<file path="config.mk">
export PLATFORM = sky130hd
export DESIGN_NAME = ecc_sec_codec
export DESIGN_NICKNAME = d
export VERILOG_FILES = /design/src/rtl/ecc_sec_pkg.sv /design/src/rtl/ecc_sec_encoder.sv /design/src/rtl/ecc_sec_locator.sv /design/src/rtl/ecc_sec_corrector.sv /design/src/rtl/ecc_sec_codec.sv
export SDC_FILE = /design/constraint.sdc
export NUM_CORES = 1
export LEC_CHECK = 0
export ABC_AREA = 1
export BUFFER_PORTS_ARGS = -buffer_cell sky130_fd_sc_hd__buf_2
export CORE_MARGIN = 8
export CORE_UTILIZATION = 51
export CTS_CLUSTER_DIAMETER = 200
export CTS_CLUSTER_SIZE = 28
export DETAILED_ROUTE_END_ITERATION = 8
export PLACE_DENSITY = 0.8
export SKIP_LAST_GASP = 1
export SLEW_MARGIN = 0
export SYNTH_ARGS = -nofsm -noshare
export SYNTH_HDL_FRONTEND = slang
export SYNTH_HIERARCHICAL = 1
export SYNTH_SLANG_ARGS = --single-unit
</file>
<file path="constraint.sdc">
create_clock -name clk -period 4.2 [get_ports clk]
set_input_delay 0.84 -clock clk [delete_from_list [all_inputs] [get_ports clk]]
set_output_delay 0.84 -clock clk [all_outputs]
set_load 0.02 [all_outputs]
</file>
<file path="src/rtl/ecc_sec_pkg.sv">
package ecc_sec_pkg;
  localparam int DATA_W = 64;
  localparam int CHK_W  = 8;
  localparam int IDX_W  = $clog2(DATA_W);
  localparam int CIDX_W = $clog2(CHK_W);

  // Selection mask per check bit, entry k drives check bit k.
  localparam logic [DATA_W-1:0] CHK_MASK [CHK_W] = '{
    64'hf00fe11e_c33c0ff7,
    64'h00ff00ff_00fff0ff,
    64'h0f0f0f0f_0f0fff00,
    64'h11113333_7777000f,
    64'h22224444_8888222f,
    64'h44448888_ffff4441,
    64'h8888ffff_11118882,
    64'hffff1111_22221114
  };

  // Syndrome signature of a single failed data line.
  function automatic logic [CHK_W-1:0] column_of(input int line);
    logic [CHK_W-1:0] c;
    for (int k = 0; k < CHK_W; k++) c[k] = CHK_MASK[k][line];
    return c;
  endfunction

  typedef struct packed {
    logic              data_hit;
    logic              chk_hit;
    logic              uncorr;
    logic [IDX_W-1:0]  idx;
  } locate_t;
endpackage

</file>
<file path="src/rtl/ecc_sec_encoder.sv">
module ecc_sec_encoder
  import ecc_sec_pkg::*;
(
  input  logic [DATA_W-1:0] data,
  output logic [CHK_W-1:0]  chk
);
  for (genvar k = 0; k < CHK_W; k++) begin : g_bit
    assign chk[k] = ^(data & CHK_MASK[k]);
  end
endmodule

</file>
<file path="src/rtl/ecc_sec_locator.sv">
module ecc_sec_locator
  import ecc_sec_pkg::*;
(
  input  logic [CHK_W-1:0] syndrome,
  output locate_t          loc
);
  logic [DATA_W-1:0] col_match;
  logic              any_err;

  assign any_err = |syndrome;

  for (genvar i = 0; i < DATA_W; i++) begin : g_col
    localparam logic [CHK_W-1:0] COL = column_of(i);
    assign col_match[i] = any_err && (syndrome == COL);
  end

  logic [IDX_W-1:0]  data_idx;
  logic [CIDX_W-1:0] chk_idx;
  logic              single;

  always_comb begin
    data_idx = '0;
    for (int i = DATA_W - 1; i >= 0; i--)
      if (col_match[i]) data_idx = IDX_W'(i);
  end

  always_comb begin
    chk_idx = '0;
    for (int k = CHK_W - 1; k >= 0; k--)
      if (syndrome[k]) chk_idx = CIDX_W'(k);
  end

  assign single = any_err && ((syndrome & (syndrome - 1'b1)) == '0);

  always_comb begin
    loc          = '0;
    loc.data_hit = |col_match;
    loc.chk_hit  = !loc.data_hit && single;
    loc.uncorr   = any_err && !loc.data_hit && !single;
    if (loc.data_hit)     loc.idx = data_idx;
    else if (loc.chk_hit) loc.idx = IDX_W'(chk_idx);
  end
endmodule

</file>
<file path="src/rtl/ecc_sec_corrector.sv">
module ecc_sec_corrector
  import ecc_sec_pkg::*;
(
  input  logic [DATA_W-1:0] data_in,
  input  logic [CHK_W-1:0]  chk_in,
  input  locate_t           loc,
  output logic [DATA_W-1:0] data_fix,
  output logic [CHK_W-1:0]  chk_fix
);
  logic [DATA_W-1:0] data_flip;
  logic [CHK_W-1:0]  chk_flip;

  for (genvar i = 0; i < DATA_W; i++) begin : g_dflip
    assign data_flip[i] = loc.data_hit && (loc.idx == IDX_W'(i));
  end
  for (genvar k = 0; k < CHK_W; k++) begin : g_cflip
    assign chk_flip[k] = loc.chk_hit && (loc.idx == IDX_W'(k));
  end

  assign data_fix = data_in ^ data_flip;
  assign chk_fix  = chk_in ^ chk_flip;
endmodule

</file>
<file path="src/rtl/ecc_sec_codec.sv">
module ecc_sec_codec
  import ecc_sec_pkg::*;
(
  input  logic              clk,
  input  logic              rst,
  input  logic              in_valid,
  input  logic [DATA_W-1:0] in_data,
  input  logic [CHK_W-1:0]  in_chk,
  output logic              out_valid,
  output logic [DATA_W-1:0] out_data,
  output logic [CHK_W-1:0]  out_chk,
  output logic [CHK_W-1:0]  out_gen,
  output logic [CHK_W-1:0]  out_syndrome,
  output logic              out_err_data,
  output logic              out_err_chk,
  output logic              out_err_uncorr,
  output logic [IDX_W-1:0]  out_idx
);
  logic [CHK_W-1:0]  gen_c;
  logic [CHK_W-1:0]  syn_c;
  locate_t           loc_c;
  logic [DATA_W-1:0] data_c;
  logic [CHK_W-1:0]  chk_c;

  ecc_sec_encoder u_enc (.data(in_data), .chk(gen_c));

  assign syn_c = gen_c ^ in_chk;

  ecc_sec_locator u_loc (.syndrome(syn_c), .loc(loc_c));

  ecc_sec_corrector u_fix (
    .data_in (in_data),
    .chk_in  (in_chk),
    .loc     (loc_c),
    .data_fix(data_c),
    .chk_fix (chk_c)
  );

  always_ff @(posedge clk) begin
    if (rst) begin
      out_valid      <= 1'b0;
      out_data       <= '0;
      out_chk        <= '0;
      out_gen        <= '0;
      out_syndrome   <= '0;
      out_err_data   <= 1'b0;
      out_err_chk    <= 1'b0;
      out_err_uncorr <= 1'b0;
      out_idx        <= '0;
    end else begin
      out_valid <= in_valid;
      if (in_valid) begin
        out_data       <= data_c;
        out_chk        <= chk_c;
        out_gen        <= gen_c;
        out_syndrome   <= syn_c;
        out_err_data   <= loc_c.data_hit;
        out_err_chk    <= loc_c.chk_hit;
        out_err_uncorr <= loc_c.uncorr;
        out_idx        <= loc_c.idx;
      end
    end
  end
endmodule

</file>
==> summary.txt, run 1 <==
Global routing
  • Pin count of the biggest net entering global routing: 106
  • GRT Resource Usage Total: about 73%
  • Total grt overflow: 19

Synthesis
  • Multiplexer area fraction after synthesis: 0%
  • Synth top area cells: nand2_1 28%, dfxtp_1 23%, inv_1 6.2%
  • Area share of fa/ha/maj cells after synthesis: less than 1%
  • Number of enable flip-flop cells after synthesis: 0
  • Cell area after synthesis: 8680 um^2
  • Dominant register cell in the synthesized netlist: dfxtp_1
  • Fraction of synthesized cell area in xor and xnor cells: 9.79%
  • Synth Area in Simple Gates: between 40 and 50%
  • Proportion of register bits with asynchronous set or reset after synthesis: 0%
  • Dominant combinational cell family by area after synthesis: simple AND/OR/NAND/NOR gates
  • Net Count, Synth: approximately 1600
  • Flip-flop and latch count after synthesis: 98
  • Synthesized instance count: between 1500 and 2000
  • Sequential-to-total area share from yosys stat: 22.6%
  • Number of library cell types mapped by synthesis: between 40 and 50
  • Yosys top cell area share: between 20 and 30%
  • Warnings, synthesis: 6
  • Post-synthesis compound-gate area fraction: 11.4%
  • Syn Area/Cell: between 5 and 6 um^2
  • Cell type with the highest aggregate area in the netlist: nand2_1

Floorplan
  • Die width: 146 um
  • Floorplan die height: ~150 um
  • Number of top-level pins: 173
  • Core Rows: 47
  • Initial Util: 52.3%

Status
  • Last stage reached: 5_1_grt
  • Run status: aborted with a tool error
  • Err: [ERROR GRT-0232] Routing congestion too high. Check the congestion heatmap in the GUI.

STA
  • Type of pin the worst path ends at: sequential cell input
  • Worst Endpoint after GRT Repair: out_data[56]$_SDFFE_PP0P_/D

Clock network
  • Clock sinks: 98
  • Depth of the CTS H-tree: 3
  • Num CTS Buffers: 9
  • Clk buf depth: 2
  • Clock tree root driver cell: clkbuf_16

Placement
  • Final Wtd Congestion: a little over 1
  • Total of buffers placed on input and output ports: around 170
  • Post-detail-place hpwl: between 30000 and 40000 um
[metrics by stage]
step	cell area, um^2	setup slack [ns]	util, %	std cells
floorplan	8960	-0.0758	-	1514
global placement	12000	-1.38	72.4	2143
detailed placement	12000	-1.46	72.4	2143
CTS	14100	-0.594	84.9	2233
[synthesized netlist by cell type (3+ instances only)]
library cell  number
inv_2             15
xor2_1            36
xnor2_1           61
inv_1            143
nand2_1          647
dfxtp_1           98
clkbuf_1           9
nor2_4             5
buf_2             17
clkbuf_2           3
a21oi_1           95
buf_6              6
nor3_1             7
nand4_1           15
nand3b_1          68
nand3_1           53
a211oi_1           4
buf_4             10
nand2_2           17
o21ai_0           75
nor2_1           105
[cells by family after synthesis]
logic type	count (synthesis)
AOI/OAI and AO/OA	187
and+or+nand+nor	926
DFF	98
buffers and inverters	205
adders and majority gates	1
xor gates and xnor gates	97
[what timing repair did]
action                                  CTS
buffers inserted                         75
pin swaps                               110
endpoints found under the setup margin   79
resized for setup                       323
hold buffers                              0
[per-layer routing]
layer	track usage [%]	GRT overflow
met5	32.5	0
met4	73.4	10
met3	64.6	0
met2	87.2	9
met1	69.2	0
==> run 2, diff against run 1 <==
--- a/config.mk
+++ b/config.mk
@@ -8,11 +8,9 @@
 export ABC_AREA = 1
 export BUFFER_PORTS_ARGS = -buffer_cell sky130_fd_sc_hd__buf_2
 export CORE_MARGIN = 8
-export CORE_UTILIZATION = 51
-export CTS_CLUSTER_DIAMETER = 200
-export CTS_CLUSTER_SIZE = 28
+export CORE_UTILIZATION = 38
 export DETAILED_ROUTE_END_ITERATION = 8
-export PLACE_DENSITY = 0.8
+export PLACE_DENSITY_LB_ADDON = 0.15
 export SKIP_LAST_GASP = 1
 export SLEW_MARGIN = 0
 export SYNTH_ARGS = -nofsm -noshare
==> constraint.sdc (replaced) <==
create_clock -name clk -period 5.45 [get_ports clk]
set_input_delay 1.09 -clock clk [delete_from_list [all_inputs] [get_ports clk]]
set_output_delay 1.09 -clock clk [all_outputs]
set_load 0.02 [all_outputs]
==> run 2 against run 1 <==
Synthesized cell count did not move. The run now ends clean. Area after synthesis did not move.
==> summary.txt, run 2 <==
Placement
  • Area after DPL: 11400 um^2 (was 12000 um^2)
  • Total of buffers placed on input and output ports: 172 (unchanged)
  • Post-detail-place hpwl: 31000 um (was 30300 um)
  • Final Wtd Congestion: 0.937 (was 1.03)

Routing
  • Number of nets still failing antenna checks after routing: 0
  • Number of iterations in the first detailed-routing pass: 5
  • Residual DRC: 0
  • DR vias: approximately 11000
  • Average via count per standard cell: 5.14
  • Aggregate routed wire length: between 30000 and 40000 um
  • Starting DRC count in detailed routing: approximately 830
  • WL/cell: ~18 um

Pwr
  • Combinational power share: between 70% and 80%
  • Share of power burned in the clock network: approximately an eighth
  • Cell Pwr Density: between 300 and 400 nW/um^2
  • Register share of total power: 16.2%
  • VDD IR max: 0.000320 V
  • Switching power: between 2 and 3 mW
  • Pint: between 2 and 3 mW
  • Leakage power total: between 6 and 7 nW
  • Switching share of power: 50.0%

Floorplan
  • Std-Cell Core Area: approximately 23000 um^2
  • Die width: 167 um (was 146 um)
  • Floorplan die height: 167 um (was 146 um)
  • Initial Util: 38.6% (was 52.3%)
  • Core Rows: 55 (was 47)
  • Total die area: roughly 28000 um^2
  • Number of top-level pins: 173 (unchanged)

STA
  • Count of endpoints failing hold in the final timing report: 0
  • Final worst path period need: approximately 5.3 ns
  • Final-layout setup total negative slack: 0 ns
  • Final setup violation count: 0
  • RSZ-0062 raised after global routing: true
  • Final slew viol count: 0
  • Maximum frequency from static timing analysis: ~0.19 GHz
  • Transition at the pin with the smallest max-transition slack: roughly 0.8 ns
  • Slew HR: between 40% and 50%
  • Worst setup skew after layout: 0 ns
  • Crit share post-route: a little over nine tenths

Critical path
  • Data required time of the worst path: ~5.7 ns
  • Largest incremental delay on the critical path: between 0.2 and 0.25 ns
  • Arrival time at the worst endpoint: between 5 and 6 ns
  • Critical Path End Type: flop
  • Crit. Startpoint: in_data[43]
  • Crit path max fanout: 5
  • Element type at the critical path start: primary input
  • R2R Path Start: out_data[62]
  • Cell with the most instances on the worst path: nand4_1
  • Slowest-stage cell, CP: nor2_4
  • Kind of critical path: in -> reg
  • Depth of the worst register-to-register path: 2

Synthesis
  • Cell type with the highest aggregate area in the netlist: nand2_1 (unchanged)
  • Net Count, Synth: 1589 (unchanged)
  • Synth top area cells: nand2_1 28%, dfxtp_1 23%, inv_1 6.2% (unchanged)
  • Dominant register cell in the synthesized netlist: dfxtp_1 (unchanged)
  • Yosys top cell area share: 28.0% (unchanged)
  • Number of enable flip-flop cells after synthesis: 0 (unchanged)
  • Synthesized instance count: 1514 (unchanged)
  • Sequential-to-total area share from yosys stat: 22.6% (unchanged)
  • Flip-flop and latch count after synthesis: 98 (unchanged)
  • Most instantiated library cell after synthesis: nand2_1 (unchanged)
  • Number of library cell types mapped by synthesis: 42 (unchanged)
  • Syn Area/Cell: 5.73 um^2 (unchanged)
  • Cell area after synthesis: 8680 um^2 (unchanged)
  • Post-synth top cells: 647 x nand2_1, 143 x inv_1, 105 x nor2_1, 98 x dfxtp_1, 95 x a21oi_1 (unchanged)
  • Warnings, synthesis: 6 (unchanged)
  • Proportion of register bits with asynchronous set or reset after synthesis: 0% (unchanged)

Final layout
  • Share of final-layout standard cells stronger than drive strength 1: 38.9%
  • Largest Register: out_data
  • Antenna diode count: 0
  • Fin nets: 1987
  • Final cell utilization of the core: about three fifths
  • Most frequent standard cell in the layout excluding fill and tap cells: nand2_1
  • Post-route design area: 13300 um^2
  • Area growth syn-to-layout: 53.8%
  • Max FFs per register: 64
  • Commonest cells after routing, fill and taps aside: 536 x nand2_1, 246 x buf_4, 133 x buf_2
  • Fill cells: between 2000 and 2500

Clock network
  • Clock tree root driver cell: clkbuf_16 (unchanged)
  • Depth of the CTS H-tree: 3 (unchanged)
  • Source-to-sink clock delay at the later pin of the worst-skew pair: roughly 0.36 ns
  • CTS tree: built
  • Clock sinks: 98 (unchanged)
  • Clk buf depth: 2 (unchanged)
  • Num CTS Buffers: 9 (unchanged)
  • Clock transition at the registers of the reported paths: 0.07 ns

Job
  • Count of maximum capacitance violations: 0

Worst hold path
  • Hold path depth: 2
  • HP Start: out_data[5]
  • Worst hold-check path type: reg -> reg

Status
  • Run status: completed (was aborted with a tool error)

Global routing
  • Via count of the first global-routing pass: between 10000 and 15000
  • Number of antenna violations at the first check in global routing: 2
  • GRT Resource Usage Total: 26.2%
  • First-pass GRT wire length: a little under 60000 um
  • Pin count of the biggest net entering global routing: 73
  • Total grt overflow: 0
-- run 2: worst paths after layout --
kind | endpoint | slack (ns)
worst max-delay path | out_data[8] | 0.16
worst min register to register | out_data[5] | 0.46
worst min-delay path | out_data[5] | 0.46
worst max register to register | out_data[62] | 4.74
-- run 2: through the flow --
step / cells / worst slack, ns / hold WS [ns] / power (mW)
after global routing: 2202 / -0.170 / 0.474 / 5.36
after detailed placement: 2165 / -0.847 / 0.449 / 3.70
after CTS: 2181 / 0.0209 / 0.461 / 4.40
final: 2202 / 0.163 / 0.459 / 5.10
after floorplan: 1514 / 0.633 / 0.536 / 2.20
after global placement: 2165 / -0.767 / 0.446 / 3.71
-- run 2: layout make-up --
type                    instances  area [um^2]  share of cell area [%]
clock inverters                 6         53.8                   0.403
clock buffers                  10          239                    1.79
inverters                     160          617                    4.62
flip-flops and latches         98         1960                    14.7
well taps                     285          357                    2.67
repair buffers                432         3100                    23.3
multi-input cells            1211         7020                    52.6
-- run 2: per-layer routing --
metal / wire length [um] / vias up / global-route usage (%)
met1: 15700 / 5244 / 31.1
met5: 24 / - / 0
met4: 1620 / 4 / 9.63
met2: 19400 / 431 / 45.9
met3: 2930 / 88 / 5.38
li1: - / 5545 / -
-- run 2: power by group through the flow --
| stage | registers, mW | clock network (mW) | logic [mW] |
|---|---|---|---|
| after floorplan | 0.932 | 0 | 1.27 |
| after global placement | 0.843 | 0 | 2.86 |
| after detailed placement | 0.843 | 0 | 2.85 |
| after CTS | 0.828 | 0.687 | 2.89 |
| after global routing | 0.836 | 0.710 | 3.82 |
| final | 0.828 | 0.671 | 3.61 |
-- run 2: kinds of logic (layout without fill, tap and decap cells) --
| group | Yosys count | in the layout | synth area share [%] |
|---|---|---|---|
| adders and majority gates | 1 | 1 | 0.115 |
| DFF | 98 | 98 | 22.6 |
| buffers and inverters | 205 | 608 | 10.1 |
| xor gates and xnor gates | 97 | 97 | 9.79 |
| AOI/OAI and AO/OA | 187 | 187 | 11.4 |
| and+or+nand+nor | 926 | 926 | 45.9 |
-- run 2: timing repair --
action / in CTS / in global routing
gates resized for setup: 15 / 418
pin swaps: 0 / 65
endpoints found under the setup margin: 72 / 72
hold buffers: 0 / 0
setup buffers: 0 / 21
-- run 2: worst max-delay path: cells and delay by family --
kind / cells / cell delay [ns]
compound gates: 3 / 0.32
xor+xnor: 1 / 0.22
buf+inv: 5 / 0.75
simple gates: 31 / 3.08
Note: power is estimated with default switching activity, not from simulation.
==> run 3, diff against run 2 <==
--- a/config.mk
+++ b/config.mk
@@ -10,7 +10,6 @@
 export CORE_MARGIN = 8
 export CORE_UTILIZATION = 38
 export DETAILED_ROUTE_END_ITERATION = 8
-export PLACE_DENSITY_LB_ADDON = 0.15
 export SKIP_LAST_GASP = 1
 export SLEW_MARGIN = 0
 export SYNTH_ARGS = -nofsm -noshare
==> constraint.sdc (replaced) <==
create_clock -name clk -period 5.45 [get_ports clk]
set_input_delay 1.635 -clock clk [delete_from_list [all_inputs] [get_ports clk]]
set_output_delay 1.635 -clock clk [all_outputs]
set_load 0.02 [all_outputs]
==> run 3 against run 2 <==
Sequential power about the same. Clock skew unchanged. Combinational power about the same. Global-route usage decreased by 0.067 points. The run now ends with setup timing left. Highest routed layer unchanged.
==> summary.txt, run 3 (synthesis gave the netlist of run 2 again) <==
Critical path
  • Depth of the worst register-to-register path: 2 (unchanged)
  • Sum of buffers and inverters on the critical path: 11 (was 5)
  • Data required time of the worst path: 5.73 ns (was 5.66 ns)
  • Slowest-stage cell, CP: maj3_1 (was nor2_4)
  • Largest incremental delay on the critical path: 0.41 ns (was 0.23 ns)
  • Arrival time at the worst endpoint: 5.97 ns (was 5.50 ns)
  • Kind of critical path: in -> reg (unchanged)
  • Kind of cell adding the most delay to the critical path: simple AND/OR/NAND/NOR gates (unchanged)
  • Critical Path End Type: flop (unchanged)
  • Cell with the most instances on the worst path: nand2_1 (was nand4_1)
  • Element type at the critical path start: primary input (unchanged)
  • Number of cells on the critical path: 34 (was 40)
  • Crit path max fanout: 5 (unchanged)

Final layout
  • Share of final-layout standard cells stronger than drive strength 1: 38.6% (was 38.9%)
  • Non-filler cells in the finished layout: 2230 (was 2202)
  • Area growth syn-to-layout: 56.9% (was 53.8%)
  • Max FFs per register: 64 (unchanged)
  • Fin nets: 2014 (was 1987)
  • Most frequent standard cell in the layout excluding fill and tap cells: nand2_1 (unchanged)
  • Largest Register: out_data (unchanged)
  • Post-route design area: 13600 um^2 (was 13300 um^2)
  • Commonest cells after routing, fill and taps aside: 550 x nand2_1, 280 x buf_4, 128 x buf_2 (was 536 x nand2_1, 246 x buf_4, 133 x buf_2)

Placement
  • Total of buffers placed on input and output ports: 172 (unchanged)
  • Final Wtd Congestion: 0.969 (was 0.937)
  • Placed Instances: 2178 (was 2165)
  • Post-detail-place hpwl: 29800 um (was 31000 um)
  • Area after DPL: 11600 um^2 (was 11400 um^2)
  • Worst setup timing slack at the placement stage: -0.826 ns (was -0.847 ns)

Floorplan
  • Total die area: 27900 um^2 (unchanged)
  • Die width: 167 um (unchanged)
  • Floorplan die height: 167 um (unchanged)
  • Initial Util: 38.6% (unchanged)
  • Std-Cell Core Area: 22500 um^2 (unchanged)
  • Number of top-level pins: 173 (unchanged)
  • Core Rows: 55 (unchanged)

Routing
  • Average via count per standard cell: 5.11 (was 5.14)
  • Number of nets still failing antenna checks after routing: 0 (unchanged)
  • Aggregate routed wire length: 38200 um (was 39700 um)
  • Residual DRC: 0 (unchanged)
  • Number of iterations in the first detailed-routing pass: 8 (was 5)
  • DR vias: 11400 (was 11300)
  • WL/cell: 17.1 um (was 18.0 um)
  • Starting DRC count in detailed routing: 1010 (was 828)

STA
  • Worst setup skew after layout: 0 ns (unchanged)
  • Crit share post-route: 104% (was 97.0%)
  • Final worst path period need: 5.69 ns (was 5.29 ns)
  • Maximum frequency from static timing analysis: 0.176 GHz (was 0.189 GHz)
  • Final-layout setup total negative slack: -5.93 ns (was 0 ns)
  • Slew HR: 41.4% (was 45.9%)
  • Final slew viol count: 0 (unchanged)
  • Fin worst setup slack: -0.240 ns (was 0.163 ns)
  • RSZ-0062 raised after global routing: true (unchanged)
  • Count of endpoints failing hold in the final timing report: 0 (unchanged)
  • WHS: 0.461 ns (was 0.459 ns)
  • Transition at the pin with the smallest max-transition slack: 0.878 ns (was 0.801 ns)
  • Final setup violation count: 70 (was 0)

Global routing
  • Pin count of the biggest net entering global routing: 80 (was 73)
  • Via count of the first global-routing pass: 11000 (was 10300)
  • Number of antenna violations at the first check in global routing: 6 (was 2)
  • First-pass GRT wire length: 58300 um (was 57800 um)
  • Total grt overflow: 0 (unchanged)
  • GRT Resource Usage Total: 26.1% (was 26.2%)

Clock network
  • Clk buf depth: 2 (unchanged)
  • Clock transition at the registers of the reported paths: 0.08 ns (was 0.07 ns)
  • CTS tree: built (unchanged)
  • Num CTS Buffers: 9 (unchanged)
  • Depth of the CTS H-tree: 3 (unchanged)
  • Source-to-sink clock delay at the later pin of the worst-skew pair: 0.36 ns (about the same)
  • Clock sinks: 98 (unchanged)
  • Clock tree root driver cell: clkbuf_16 (unchanged)

Status
  • Run status: complete, but fails checks (was completed)
  • Violated checks: setup timing

Worst hold path
  • Hold path depth: 2 (unchanged)
  • Worst hold-check path type: reg -> reg (unchanged)

Pwr
  • Cell Pwr Density: 375 nW/um^2 (was 382 nW/um^2)
  • VDD IR max: 0.000241 V (was 0.000320 V)
  • Leakage power total: 7.01 nW (was 6.85 nW)

Job
  • Count of maximum capacitance violations: 0 (unchanged)
run 3: cell types whose count changed in the layout (fill, tap and decap cells not counted), moves of 5 or more:
cell | before | now
buf_2 | 133 | 128
buf_4 | 246 | 280
buf_6 | 37 | 32
nand2_1 | 536 | 550
nand2_2 | 105 | 84
o21ai_0 | 48 | 41
o21ai_1 | 14 | 20
run 3: cell type report:
class / instances / area (um^2)
clock inverter: 7 / 93.8
clock buffer: 9 / 225
timing repair buffer: 459 / 3330
sequential: 98 / 1960
multi-input combinational: 1211 / 7020
tap: 285 / 357
fill: 2134 / 8890
inverter: 160 / 624
antenna: 1 / 2.50
run 3: report_power, final:
group / internal [mW] / total, mW / leakage (nW) / switching (mW)
Clock: 0.370 / 0.701 / 0.153 / 0.331
Sequential: 0.790 / 0.827 / 0.808 / 0.0370
Combinational: 1.46 / 3.58 / 6.05 / 2.12
Total: 2.62 / 5.11 / 7.01 / 2.49
run 3: final timing paths:
check                    start            to  slack (ns)
hold reg to reg   out_data[45]  out_data[45]        0.46
setup / recovery   in_data[48]  out_data[27]       -0.24
setup reg to reg  out_data[62]  out_data[62]        4.71
hold / removal    out_data[45]  out_data[45]        0.46
run 3: timing repair:
action                     4_1_cts  5_1_grt
gates resized for setup        210      205
setup buffers                   19       16
hold buffers                     0        0
cloned                           0        0
setup endpoints to repair       72       74
pin swaps                       39      108
run 3: metrics by stage:
step	total power [mW]	utilization, %
2_1_floorplan	2.20	-
3_3_place_gp	3.59	51.4
3_5_place_dp	3.60	51.4
4_1_cts	4.64	56.6
5_1_grt	5.39	60.5
6_report	5.11	60.5
run 3: worst min-delay path, stage by stage (launching register included):
cell	delay, ns
dfxtp_1	0.31
nand2_1	0.06
a21oi_1	0.05
run 3: metal layers:
| layer | GRT usage [%] | part of all wire, % |
|---|---|---|
| met5 | 0 | 0.17 |
| met4 | 13.8 | 5.5 |
| met3 | 5.55 | 6.9 |
| met2 | 45.0 | 48 |
| met1 | 30.1 | 39 |
